`src/rtl/wdg_pkg.sv`:
```
package wdg_pkg;

  localparam int unsigned SEL_W        = 4;
  localparam int unsigned NUM_PERIODS  = 8;
  localparam logic [SEL_W-1:0] SEL_IMMEDIATE = 4'd8;
  localparam logic [SEL_W-1:0] SEL_LONGEST   = 4'd7;

  // Software-visible field layout, bit 6 down to bit 0.
  typedef struct packed {
    logic             status;
    logic             irq_mode;
    logic             enable;
    logic [SEL_W-1:0] sel;
  } wdg_cfg_t;

  // Map a selector code onto a period index; reserved codes take the longest.
  function automatic logic [2:0] period_index(input logic [SEL_W-1:0] code);
    logic [2:0] idx;
    if (code > SEL_LONGEST) idx = 3'(SEL_LONGEST);
    else                    idx = code[2:0];
    return idx;
  endfunction

endpackage

```
`src/rtl/wdg_unlock.sv`:
```
module wdg_unlock (
  input  logic clk,
  input  logic rst,
  input  logic wr_en_i,
  input  logic rd_en_i,
  input  logic arm_bit_i,
  output logic armed_o,
  output logic accept_o
);

  logic armed_q;

  // A write while armed is the one that lands.
  assign accept_o = wr_en_i & armed_q;
  assign armed_o  = armed_q;

  always_ff @(posedge clk) begin
    if (rst) begin
      armed_q <= 1'b0;
    end else if (wr_en_i) begin
      // Armed: this write consumes the guard. Not armed: bit 7 arms it.
      armed_q <= armed_q ? 1'b0 : arm_bit_i;
    end else if (rd_en_i) begin
      armed_q <= 1'b0;
    end
  end

endmodule

```
`src/rtl/wdg_ctrl_reg.sv`:
```
module wdg_ctrl_reg
  import wdg_pkg::*;
(
  input  logic       clk,
  input  logic       rst,
  input  logic       accept_i,
  input  logic [6:0] wr_data_i,
  input  logic       fire_i,
  output wdg_cfg_t   cfg_o
);

  wdg_cfg_t cfg_q;
  wdg_cfg_t wr_cfg;

  assign wr_cfg = wdg_cfg_t'(wr_data_i);

  always_ff @(posedge clk) begin
    if (rst) begin
      cfg_q <= '0;
    end else if (accept_i) begin
      cfg_q.sel      <= wr_cfg.sel;
      cfg_q.enable   <= wr_cfg.enable;
      cfg_q.irq_mode <= wr_cfg.irq_mode;
      // Software may clear the flag but never set it.
      cfg_q.status   <= cfg_q.status & wr_cfg.status;
    end else if (fire_i) begin
      cfg_q.status <= 1'b1;
      if (!cfg_q.irq_mode) begin
        // The requested system reset returns the fields to idle; the flag stays.
        cfg_q.sel      <= '0;
        cfg_q.enable   <= 1'b0;
        cfg_q.irq_mode <= 1'b0;
      end
    end
  end

  assign cfg_o = cfg_q;

endmodule

```
`src/rtl/wdg_counter.sv`:
```
module wdg_counter
  import wdg_pkg::*;
#(
  parameter int unsigned BASE_LOG2 = 4
) (
  input  logic             clk,
  input  logic             rst,
  input  logic             enable_i,
  input  logic [SEL_W-1:0] sel_i,
  input  logic             tick_i,
  input  logic             restart_i,
  output logic             fire_o
);

  localparam int unsigned CW = BASE_LOG2 + NUM_PERIODS;

  logic [CW-1:0] last_cnt [NUM_PERIODS];
  logic [CW-1:0] cnt_q;
  logic [2:0]    idx;
  logic          immediate;
  logic          terminal;

  // Terminal count for each period code: 2^(BASE_LOG2+k) - 1.
  for (genvar k = 0; k < NUM_PERIODS; k++) begin : g_limit
    assign last_cnt[k] = (CW'(1) << (BASE_LOG2 + k)) - CW'(1);
  end

  assign idx       = period_index(sel_i);
  assign immediate = (sel_i == SEL_IMMEDIATE);
  assign terminal  = tick_i && (cnt_q == last_cnt[idx]);
  assign fire_o    = enable_i && !restart_i && (immediate || terminal);

  always_ff @(posedge clk) begin
    if (rst || restart_i || !enable_i || fire_o) begin
      cnt_q <= '0;
    end else if (tick_i) begin
      cnt_q <= cnt_q + CW'(1);
    end
  end

endmodule

```
`src/rtl/wdg_guard.sv`:
```
module wdg_guard
  import wdg_pkg::*;
#(
  parameter int unsigned BASE_LOG2 = 4
) (
  input  logic       clk,
  input  logic       rst,
  input  logic       tick_i,
  input  logic       wr_en_i,
  input  logic [7:0] wr_data_i,
  input  logic       rd_en_i,
  output logic [7:0] rd_data_o,
  output logic       rst_req_o,
  output logic       irq_o
);

  logic     armed;
  logic     accept;
  logic     fire;
  wdg_cfg_t cfg;
  logic [7:0] rd_q;
  logic       rst_req_q;
  logic       irq_q;

  wdg_unlock u_unlock (
    .clk       (clk),
    .rst       (rst),
    .wr_en_i   (wr_en_i),
    .rd_en_i   (rd_en_i),
    .arm_bit_i (wr_data_i[7]),
    .armed_o   (armed),
    .accept_o  (accept)
  );

  wdg_ctrl_reg u_ctrl (
    .clk       (clk),
    .rst       (rst),
    .accept_i  (accept),
    .wr_data_i (wr_data_i[6:0]),
    .fire_i    (fire),
    .cfg_o     (cfg)
  );

  wdg_counter #(
    .BASE_LOG2 (BASE_LOG2)
  ) u_count (
    .clk       (clk),
    .rst       (rst),
    .enable_i  (cfg.enable),
    .sel_i     (cfg.sel),
    .tick_i    (tick_i),
    .restart_i (accept),
    .fire_o    (fire)
  );

  always_ff @(posedge clk) begin
    if (rst) begin
      rst_req_q <= 1'b0;
      irq_q     <= 1'b0;
      rd_q      <= '0;
    end else begin
      rst_req_q <= fire & ~cfg.irq_mode;
      irq_q     <= fire &  cfg.irq_mode;
      if (rd_en_i) rd_q <= {armed, cfg};
    end
  end

  assign rst_req_o = rst_req_q;
  assign irq_o     = irq_q;
  assign rd_data_o = rd_q;

endmodule

```
`config.mk`:
```
export PLATFORM = sky130hd
export DESIGN_NAME = wdg_guard
export DESIGN_NICKNAME = d
export VERILOG_FILES = /design/src/rtl/wdg_pkg.sv /design/src/rtl/wdg_unlock.sv /design/src/rtl/wdg_ctrl_reg.sv /design/src/rtl/wdg_counter.sv /design/src/rtl/wdg_guard.sv
export SDC_FILE = /design/constraint.sdc
export NUM_CORES = 1
export LEC_CHECK = 0
export ABC_CLOCK_PERIOD_IN_PS = 2800
export CAP_MARGIN = 15
export CORE_MARGIN = 3
export CORE_UTILIZATION = 55
export CTS_CLUSTER_SIZE = 25
export DETAILED_ROUTE_END_ITERATION = 8
export DONT_BUFFER_PORTS = 1
export PLACE_DENSITY_LB_ADDON = 0.08
export SLEW_MARGIN = 40
export SYNTH_ARGS = -nofsm -noshare
export SYNTH_HDL_FRONTEND = slang
export SYNTH_SLANG_ARGS = --single-unit
```
`constraint.sdc`:
```
create_clock -name clk -period 2.8 [get_ports clk]
set_input_delay 0.7 -clock clk [delete_from_list [all_inputs] [get_ports clk]]
set_output_delay 0.7 -clock clk [all_outputs]
set_load 0.03 [all_outputs]
```
After elaboration in Yosys (flattened, before gate mapping)
Memories as Yosys holds them, arrays and structs flattened.
Index checks and enable logic that the tools add are counted.
{"block": "classes", "bitwise": 6, "magnitude_cmp": 2, "n_reduce_logical": 12, "addsub": 1, "muxes": 9, "eq_ne": 3}
{"cell": "two-way mux 12 bit", "count": 2}
{"cell": "two-way mux 7 bit", "count": 2}
{"cell": "adder 12 x 1 -> 12 bit, second input constant", "count": 1}
{"cell": "equality test 12 bit", "count": 1}
{"cell": "two-way mux 6 bit", "count": 1}
{"cell": "bitwise AND 1 bit", "count": 4}
{"cell": "equality test 4 bit, second input constant", "count": 1}
{"cell": ">= comparator 4 bit, second input constant", "count": 1}
{"cell": "greater-than comparator 4 x 3 -> 1 bit, second input constant", "count": 1}
{"cell": "logical OR 1 bit", "count": 4}
{"cell": "inverter 3 -> 4 bit", "count": 1}
{"cell": "nonzero test 2 bit", "count": 2}
{"cell": "logical AND 1 bit", "count": 3}
{"cell": "two-way mux 1 bit", "count": 3}
{"cell": "two-way mux 3 bit", "count": 1}
{"cell": "logical NOT 1 bit", "count": 2}
{"cell": "!= test 2 x 1 -> 1 bit, second input constant", "count": 1}
{"cell": "AND reduction 2 bit", "count": 1}
{"cell": "inverter 1 bit", "count": 1}
{"block": "word_totals", "rom_bits": 96, "n_memories": 1, "in_bits": 13, "reg_bits": 30, "output_inout_bits": 10}
{"name": "(no name shown)", "words": 8, "word_bits": 12, "rd": 1, "rd_clocked_by_memory_dff": 0, "write_ports": 0, "line_no": "wdg_counter.sv:30", "rtl": "assign terminal = tick_i && (cnt_q == last_cnt[idx]);"}

Depth between registers and ports, before layout
Gate-level depths: netlist (run 1).
{"block": "depth", "ltp_word": 12, "ltp_mapped": 7, "mapped_depth_nobuf": 6}

Cells and area by module
From an unflattened synthesis (run 1), not the netlist that was laid out.
{"block": "unflattened", "cells_unflattened": 154, "hier_area_um2": 1440.1}
{"mod": "wdg_counter", "area_per_inst_um2": 784.5, "seq_area_each_um2": 240.2, "cells_per_inst": 89, "n_inst": 1}
{"mod": "wdg_guard", "area_per_inst_um2": 349.1, "seq_area_each_um2": 200.2, "cells_per_inst": 30, "n_inst": 1}
{"mod": "wdg_ctrl_reg", "area_per_inst_um2": 257.7, "seq_area_each_um2": 140.1, "cells_per_inst": 30, "n_inst": 1}
{"mod": "wdg_unlock", "area_per_inst_um2": 48.8, "seq_area_each_um2": 20.0, "cells_per_inst": 5, "n_inst": 1}

Worst setup path before layout (run 1)
No wires, ideal clock.
{"block": "synth_timing", "kind": "reg-to-reg", "from": "reg u_ctrl.cfg_q, in the netlist u_ctrl.cfg_o[0]", "to": "reg u_ctrl.cfg_q, in the netlist u_ctrl.cfg_o[4]", "setup_ns": 0.115, "t_arrival_ns": 1.593, "slack_ns": 1.092, "required_ns": 2.685, "synth_period_minus_slack_ns": 1.708, "path_stages_with_launch": 8, "n_path_buf": 2, "path_cell_list": "dfxtp_1 -> buf_6 -> or4_4 -> nor3_2 -> o32ai_1 -> o211ai_2 -> buf_6 -> nand2_1"}
{"block": "synth_via", "elab_chain_cells": 12, "word_cells_on_any_way": 13}
{"element": "from (decl)", "line_no": "wdg_ctrl_reg.sv:12", "rtl": "wdg_cfg_t cfg_q;"}
{"element": "greater-than comparator 4 x 3 -> 1 bit", "line_no": "wdg_pkg.sv:19", "rtl": "if (code > SEL_LONGEST) idx = 3'(SEL_LONGEST);"}
{"element": "two-way mux 3 bit", "line_no": "wdg_pkg.sv:19"}
{"element": "inverter 3 -> 4 bit (implied by the code)", "line_no": "wdg_counter.sv:30"}
{"element": "memory (8 x 12 bit)"}
{"element": "two-way mux 12 bit (implied by the code) (2 in a row)", "line_no": "wdg_counter.sv:30"}
{"element": "equality test 12 bit", "line_no": "wdg_counter.sv:30"}
{"element": "logical AND 1 bit", "line_no": "wdg_counter.sv:30"}
{"element": "logical OR 1 bit *", "line_no": "wdg_counter.sv:31", "rtl": "assign fire_o = enable_i && !restart_i && (immediate || terminal);"}
{"element": "logical AND 1 bit *", "line_no": "wdg_counter.sv:31"}
{"element": "nonzero test 2 bit (no source line) *"}
{"element": "AND reduction 2 bit (no source line) *"}
Mark *: on every way between the ends. The rest lies on a longest branch, timed or not. The select of a mux whose other input is x is not followed.
A chain may end at the register's enable or synchronous reset.

Final worst setup path (run 1)
{"block": "layout_timing", "from": "reg u_ctrl.cfg_q, in the netlist u_ctrl.cfg_o[3]", "to": "reg u_count.cnt_q[5]"}
{"block": "layout_via", "elab_chain_cells": 11, "word_cells_on_any_way": 12}
{"element": "greater-than comparator 4 x 3 -> 1 bit", "line_no": "wdg_pkg.sv:19"}
{"element": "two-way mux 3 bit", "line_no": "wdg_pkg.sv:19"}
{"element": "inverter 3 -> 4 bit (implied by the code)", "line_no": "wdg_counter.sv:30"}
{"element": "memory (8 x 12 bit)"}
{"element": "two-way mux 12 bit (implied by the code) (2 in a row)", "line_no": "wdg_counter.sv:30"}
{"element": "equality test 12 bit", "line_no": "wdg_counter.sv:30"}
{"element": "logical AND 1 bit", "line_no": "wdg_counter.sv:30"}
{"element": "logical OR 1 bit *", "line_no": "wdg_counter.sv:31"}
{"element": "logical AND 1 bit *", "line_no": "wdg_counter.sv:31"}
{"element": "logical OR 1 bit *", "line_no": "wdg_counter.sv:34", "rtl": "if (rst || restart_i || !enable_i || fire_o) begin"}
{"element": "to (signal assigned)", "line_no": "wdg_counter.sv:37", "rtl": "cnt_q <= cnt_q + CW'(1);"}
{"element": "to (decl)", "line_no": "wdg_counter.sv:18", "rtl": "logic [CW-1:0] cnt_q;"}
Marked as above.

==> impl_metrics.toml, run 1 <==
[status]
run_status = "completed"

[synth]
synth-edff-count = 0
mappedNetlistArea_sq_um = 1416
postSynthCellCount = 161
ys_async_rst_share_pct = 0
yosysWarningCount = 0
commonest_register_cell_after_synthesis = "sky130_fd_sc_hd__dfxtp_1"
post_synth_most_frequent_cells = "sky130_fd_sc_hd__dfxtp_1, sky130_fd_sc_hd__nor2_1, sky130_fd_sc_hd__nand2_1, sky130_fd_sc_hd__mux2i_1, sky130_fd_sc_hd__a21oi_1"
syn-mean-instance-area_sq_um = 8.797
synthDominantCellAreaShare_pct = 42.40
synth_fp_nets = 175
synth.distinct_cells = 41
synthMostInstantiatedCell = "sky130_fd_sc_hd__dfxtp_1"
synth_top_cell_by_area = "sky130_fd_sc_hd__dfxtp_1"
synth_seq_area_share_pct = 42.40
cells_taking_the_most_area_after_synthesis = "sky130_fd_sc_hd__dfxtp_1, sky130_fd_sc_hd__nor2_1, sky130_fd_sc_hd__mux2i_1"
number_of_storage_elements_in_the_synthesis_netlist = 30

[hold_path]
hold_path.startpoint = "rst"
worst_hold_path_type = "primary input to flop"
worstHoldPathCells = 1
hold-path-endpoint = "u_ctrl.cfg_o[0]"

[cells_and_area]
finalInstanceArea_sq_um = 1480
drive_above_1_share_pct = 8.176
finalNetCount = 173
area.growth.synth_to_final_pct = 4.505
num_antenna_cells = 0
fillers = 207

[global_routing]
global_route.overflow_total = 0
grt_antenna_before_repair = 0
grt_start_max_net_pins = 20
overall_fraction_of_global_route_tracks_in_use_pct = 18.22
global_route_wire_length_before_repair_mm = 4.595
grt_pass1_vias = 1013

[route]
number_of_design_rule_violations_left_by_the_first_detailed_router_iteration = 34
route.detailed.vias_per_inst = 5.914
dr.pass1.iters = 4
drc_violations_left = 0
via_count = 1106
wirelength_mm = 2.728
wl_per_cell_um = 14.59
ant_nets = 0

[floorplan]
start_util_pct = 61.09
top_level_ports = 23
die_height_um = 56.75
chipWidth_um = 56.75
core_region_area_sq_um = 2318
core.rowCount = 17
dieArea_sq_um = 3220

[cts]
cts_root_buffer = "sky130_fd_sc_hd__clkbuf_4"
cts_hold_buf = 0
post-cts-setup-buffer-count = 0
clk_transition_reported_paths_ns = 0.09
post_cts_resize_count = 0
cts_inserted_buffers = 5
cts-root-to-sink-buffers = 2
cts_tree = "yes"
clock_latency_ns = 0.33
cts.sinks = 30
ctsHtreeMaxLevel = 2

[critical_path]
worst_ep_arrival_time_ns = 2.26
critical_path.reg2reg.startpoint = "u_ctrl.cfg_o[3]"
reg2regPathDepth = 5
crit_chain = "or4_4, nor3_2, o32ai_1, o211ai_2, nor2_1"
start_kind = "flop"
setup.worst_path.end_class = "flop"
critPathKind = "flop to flop"
timing.critical_path.required_ns = 2.99
timing.reg2reg.setup_slack_ns = 0.73
timing.critical_path.slowest_stage_cell = "sky130_fd_sc_hd__or4_4"
worstPathMaxFanout = 13
timing.critical_path.slowest_cell_delay_ns = 0.58
end_of_the_worst_register_to_register_path = "u_count.cnt_q[5]"

[pwr]
clock_power_share_pct = 40.6
power-per-cell-area_nw_per_um2 = 583.9
ir_worst_vdd_v = 0.0004529
p_comb_share_pct = 7.1
internal_power_uw = 673.3
power.leakage_uw = 0.0005140
p_seq_share_pct = 52.3
netSwitchingFraction_pct = 22.09
net-switching-power_uw = 190.9

[sta]
worst-slew-pin-transition_ns = 0.5390
worst_slew_margin_rel_pct = 63.96
skew_ns = 0.004579
drv_slew = 0
final_period_minus_worst_setup_slack_ns = 2.066
finalSetupTns_ns = 0
timing.final.setup_violations = 0
timing_hold_violations_final = 0
post-route-period-util_pct = 73.79
unrepaired_setup_endpoints_after_global_routing = "false"
timing.fmax_mhz = 484.0

[place]
post-dp-hpwl_mm = 1.967
finalWeightedCongestion = 0.8660
portBuffers = 0
placed_cell_area_sq_um = 1399

[job]
max_cap_violations = 0
## logic make-up after synthesis
group | Yosys count | share of synthesized area, %
adder cells (fa/ha/maj) | 1 | 0.8833
multiplexers | 9 | 6.361
buffers and inverters | 10 | 3.975
XOR/XNOR | 13 | 8.039
flip-flops | 30 | 42.40
AND/OR/NAND/NOR | 70 | 25.00
AO/OA/AOI/OAI | 28 | 13.34
## sequential cells by signal, indices dropped and copies added (netlist names)
register and flops:
rd_data_o 8, u_unlock.armed_o 1, irq_o 1, u_count.cnt_q 12, u_ctrl.cfg_o 7, rst_req_o 1
## critical path, delay by kind of cell (launching register included)
family           cells  cell delay [ns]
AND/OR/NAND/NOR      3             0.86
flip-flops           1             0.44
AO/OA/AOI/OAI        2             0.64
## per-layer routing
layer  global-route usage [%]  wire length, um
met1                    24.23             1286
met2                    26.24             1244
met3                    8.506              176
met4                    5.298               21
met5                        0                0
## how the worst max path moves through the flow
| stage | startpoint | end | slack (ns) |
|---|---|---|---|
| after CTS | u_ctrl.cfg_o[3] | u_count.cnt_q[5] | 0.72 |
| after detailed placement | u_ctrl.cfg_o[3] | u_count.cnt_q[5] | 0.74 |
| after global placement | u_ctrl.cfg_o[3] | u_count.cnt_q[4] | 0.85 |
| after floorplan | u_ctrl.cfg_o[0] | u_ctrl.cfg_o[4] | 1.09 |
| final | u_ctrl.cfg_o[3] | u_count.cnt_q[5] | 0.73 |
| after global routing | u_ctrl.cfg_o[3] | u_count.cnt_q[5] | 0.52 |
## placed cells by master (no fill, tap or decap), drive strengths merged
cell	count
a211oi	1
a21oi	8
a31o	1
a31oi	1
and2	1
and3	3
and3b	1
bufinv	1
clkbuf	6
dfxtp	30
ha	1
inv	1
mux2i	9
nand2	17
nand3	2
nand3b	2
nand4	2
nor2	28
nor2b	3
nor3	2
nor3b	3
nor4	1
nor4b	1
o2111ai	1
o211ai	6
o21a	1
o21ai	4
o21bai	1
o22ai	1
o32ai	2
o41ai	1
or3b	1
or4	2
or4b	1
xnor2	6
xor2	7
## cell type report
class | instances | area [sq um] | share of cell area (%)
clock buffers | 6 | 51.30 | 3.466
clock inverters | 1 | 30.03 | 2.029
inverters | 1 | 3.754 | 0.2536
multi-input cells | 121 | 759.5 | 51.31
flip-flops and latches | 30 | 600.6 | 40.57
well taps | 28 | 35.03 | 2.367
## power groups by stage
| stage | clock [uW] | combinational (uW) | sequential [uW] |
|---|---|---|---|
| 4_1_cts | 359 | 60.8 | 451 |
| 3_3_place_gp | 0 | 59.4 | 461 |
| 3_5_place_dp | 0 | 60.4 | 462 |
| 5_1_grt | 380 | 68.5 | 454 |
| 2_1_floorplan | 0 | 68.1 | 452 |
| 6_report | 351 | 61.5 | 452 |
## through the flow
step | instances | util [%] | hold slack, ns | total power (uW) | setup WS [ns]
floorplan | 161 | - | 0.4560 | 519.9 | 1.092
detailed placement | 180 | 60.33 | 0.5087 | 522.1 | 0.7374
global route | 187 | 63.84 | 0.3958 | 901.9 | 0.5238
finish | 187 | 63.84 | 0.4274 | 864.2 | 0.7338
CTS | 187 | 63.84 | 0.4208 | 871.2 | 0.7233
global placement | 180 | 60.33 | 0.4836 | 520.2 | 0.8517
No activity file was read; power rests on OpenSTA's default activity.
==> run 2, diff against run 1 <==
ABC_CLOCK_PERIOD_IN_PS = 1700   (was 2800)
clock period = 1.7 ns   (was 2.8 ns; I/O delays follow)
==> run 2 against run 1 <==
Effect of this change:
- the run now ends with negative setup slack left
- clock skew increased by 0.0099 ns
- clock power increased by 27%
- via count increased by 5.4%
- core utilization increased by 6.3 points
- die area unchanged
- non-clock buffer count increased by 14
- fmax increased by 17%
- critical endpoint is now u_count.cnt_q[3]
- setup slack got worse by 0.80 ns
- clock-buffer cell count increased by 1
- wire length increased by 12%
==> impl_metrics.toml, run 2 (synthesized netlist as in run 1, its figures left out) <==
[cells_and_area]
mostFrequentLayoutCell = "sky130_fd_sc_hd__nor2_1"
layout_common_cells = "sky130_fd_sc_hd__nor2_1, sky130_fd_sc_hd__dfxtp_1, sky130_fd_sc_hd__nand2_1, sky130_fd_sc_hd__buf_4, sky130_fd_sc_hd__mux2i_1"
number_of_flip_flops_under_the_largest_register_name = 12
largest-register = "u_count.cnt_q"
fin_util_pct = 70.10
fillers = 194
area.growth.synth_to_final_pct = 14.75
finalNetCount = 187
drive_above_1_share_pct = 22.99
num_antenna_cells = 0

[sta]
worst_slew_margin_rel_pct = 71.72
unrepaired_setup_endpoints_after_global_routing = "true"
post-route-period-util_pct = 103.9
drv_slew = 0
finalSetupTns_ns = -0.6596
timing_hold_violations_final = 0
skew_ns = 0.01447
worst-slew-pin-transition_ns = 0.4229
timing.fmax_mhz = 566.1
timing.final.setup_violations = 14
hold-worst-slack_ns = 0.1378
layout_setup_ws_ns = -0.06643
final_period_minus_worst_setup_slack_ns = 1.766

[global_routing]
grt_pass1_vias = 1145
grt_antenna_before_repair = 0
global_route_wire_length_before_repair_mm = 5.299
global_route.overflow_total = 0
overall_fraction_of_global_route_tracks_in_use_pct = 20.97
grt_start_max_net_pins = 20

[floorplan]
chipWidth_um = 56.75
dieArea_sq_um = 3220
die_height_um = 56.75
start_util_pct = 61.09
core.rowCount = 17
top_level_ports = 23
core_region_area_sq_um = 2318

[cts]
cts_hold_buf = 0
ctsHtreeMaxLevel = 2
cts_tree = "yes"
cts-root-to-sink-buffers = 2
cts_inserted_buffers = 5
cts.sinks = 30
clk_transition_reported_paths_ns = 0.09
cts_root_buffer = "sky130_fd_sc_hd__clkbuf_4"
clock_latency_ns = 0.34

[route]
wirelength_mm = 3.061
route.detailed.vias_per_inst = 5.772
number_of_design_rule_violations_left_by_the_first_detailed_router_iteration = 38
drc_violations_left = 0
ant_nets = 0
wl_met3_um = 198
via_count = 1166
routed-wl-met2_mm = 1.444
dr.pass1.iters = 4
wl_met1_mm = 1.375
top_layer = "met4"
wl_per_cell_um = 15.15

[place]
finalWeightedCongestion = 0.8758
post-dp-hpwl_mm = 2.189
portBuffers = 0
place_worst_setup_slack_ns = -0.09395

[critical_path]
worst_ep_arrival_time_ns = 1.99
reg2regPathDepth = 6
end_of_the_worst_register_to_register_path = "u_count.cnt_q[3]"
worstPathMaxFanout = 10
critical_path.reg2reg.startpoint = "u_ctrl.cfg_o[3]"
timing.reg2reg.setup_slack_ns = -0.07
critPathKind = "flop to flop"
timing.critical_path.required_ns = 1.92
setup.worst_path.end_class = "flop"
start_kind = "flop"

[pwr]
ir_worst_vdd_v = 0.0007588
power.leakage_uw = 0.0005923
power-per-cell-area_nw_per_um2 = 826.6
post-layout-total-power_uw = 1343

[hold_path]
worst_hold_path_type = "primary input to flop"
hold-path-endpoint = "u_ctrl.cfg_o[1]"
hold_path.startpoint = "rst"
worstHoldPathCells = 1

[job]
max_cap_violations = 0

[status]
run_status = "finished, violations left"
failing_checks = "negative setup slack"
==> run 2: where the power goes <==
part | switching [uW] | internal [uW] | total, uW
Sequential | 23.6 | 715 | 739
Combinational | 72.2 | 87.8 | 160
Clock | 244 | 200 | 445
==> run 2: cell type report <==
cell class	count	area, sq um	share of cell area (%)
clock buffer	7	55.05	3.387
clock inverter	1	5.005	0.3079
inverter	1	3.754	0.2309
multi-input combinational	121	812.0	49.96
sequential	30	605.6	37.26
tap	28	35.03	2.156
timing repair buffer	14	108.9	6.697
==> run 2: what timing repair did <==
item	in CTS	in global routing
setup endpoints to repair	17	20
buffers inserted	0	1
pin swaps	2	3
cloned	0	0
hold endpoints to repair	0	0
resized for setup	10	6
==> run 2: critical path, cell delays in order, from the launching register on <==
cell                       delay, ns
sky130_fd_sc_hd__dfxtp_2        0.36
sky130_fd_sc_hd__or4_4          0.55
sky130_fd_sc_hd__nor3_4         0.17
sky130_fd_sc_hd__o32ai_2        0.12
sky130_fd_sc_hd__o211ai_2       0.23
sky130_fd_sc_hd__buf_6          0.17
sky130_fd_sc_hd__nor2_1         0.05
==> run 2: how the worst max path moves through the flow <==
stage | from | slack [ns] | endpoint
after floorplan | u_ctrl.cfg_o[0] | 0.01 | u_ctrl.cfg_o[3]
after global placement | u_ctrl.cfg_o[3] | -0.06 | u_count.cnt_q[9]
after detailed placement | u_ctrl.cfg_o[1] | -0.09 | u_count.cnt_q[3]
after CTS | u_ctrl.cfg_o[3] | -0.05 | u_ctrl.cfg_o[3]
after global routing | u_ctrl.cfg_o[3] | -0.14 | u_count.cnt_q[2]
final | u_ctrl.cfg_o[3] | -0.07 | u_count.cnt_q[3]
==> run 2: stage by stage <==
stage / std cells / area (sq um)
CTS: 201 / 1595
global placement: 193 / 1496
finish: 202 / 1625
floorplan: 161 / 1416
global route: 202 / 1625
detailed placement: 193 / 1496
==> run 2: metal layers <==
layer	up-vias	track usage (%)
li1	589	-
met1	538	26.89
met2	33	32.67
met3	6	7.356
met4	0	6.954
met5	-	0
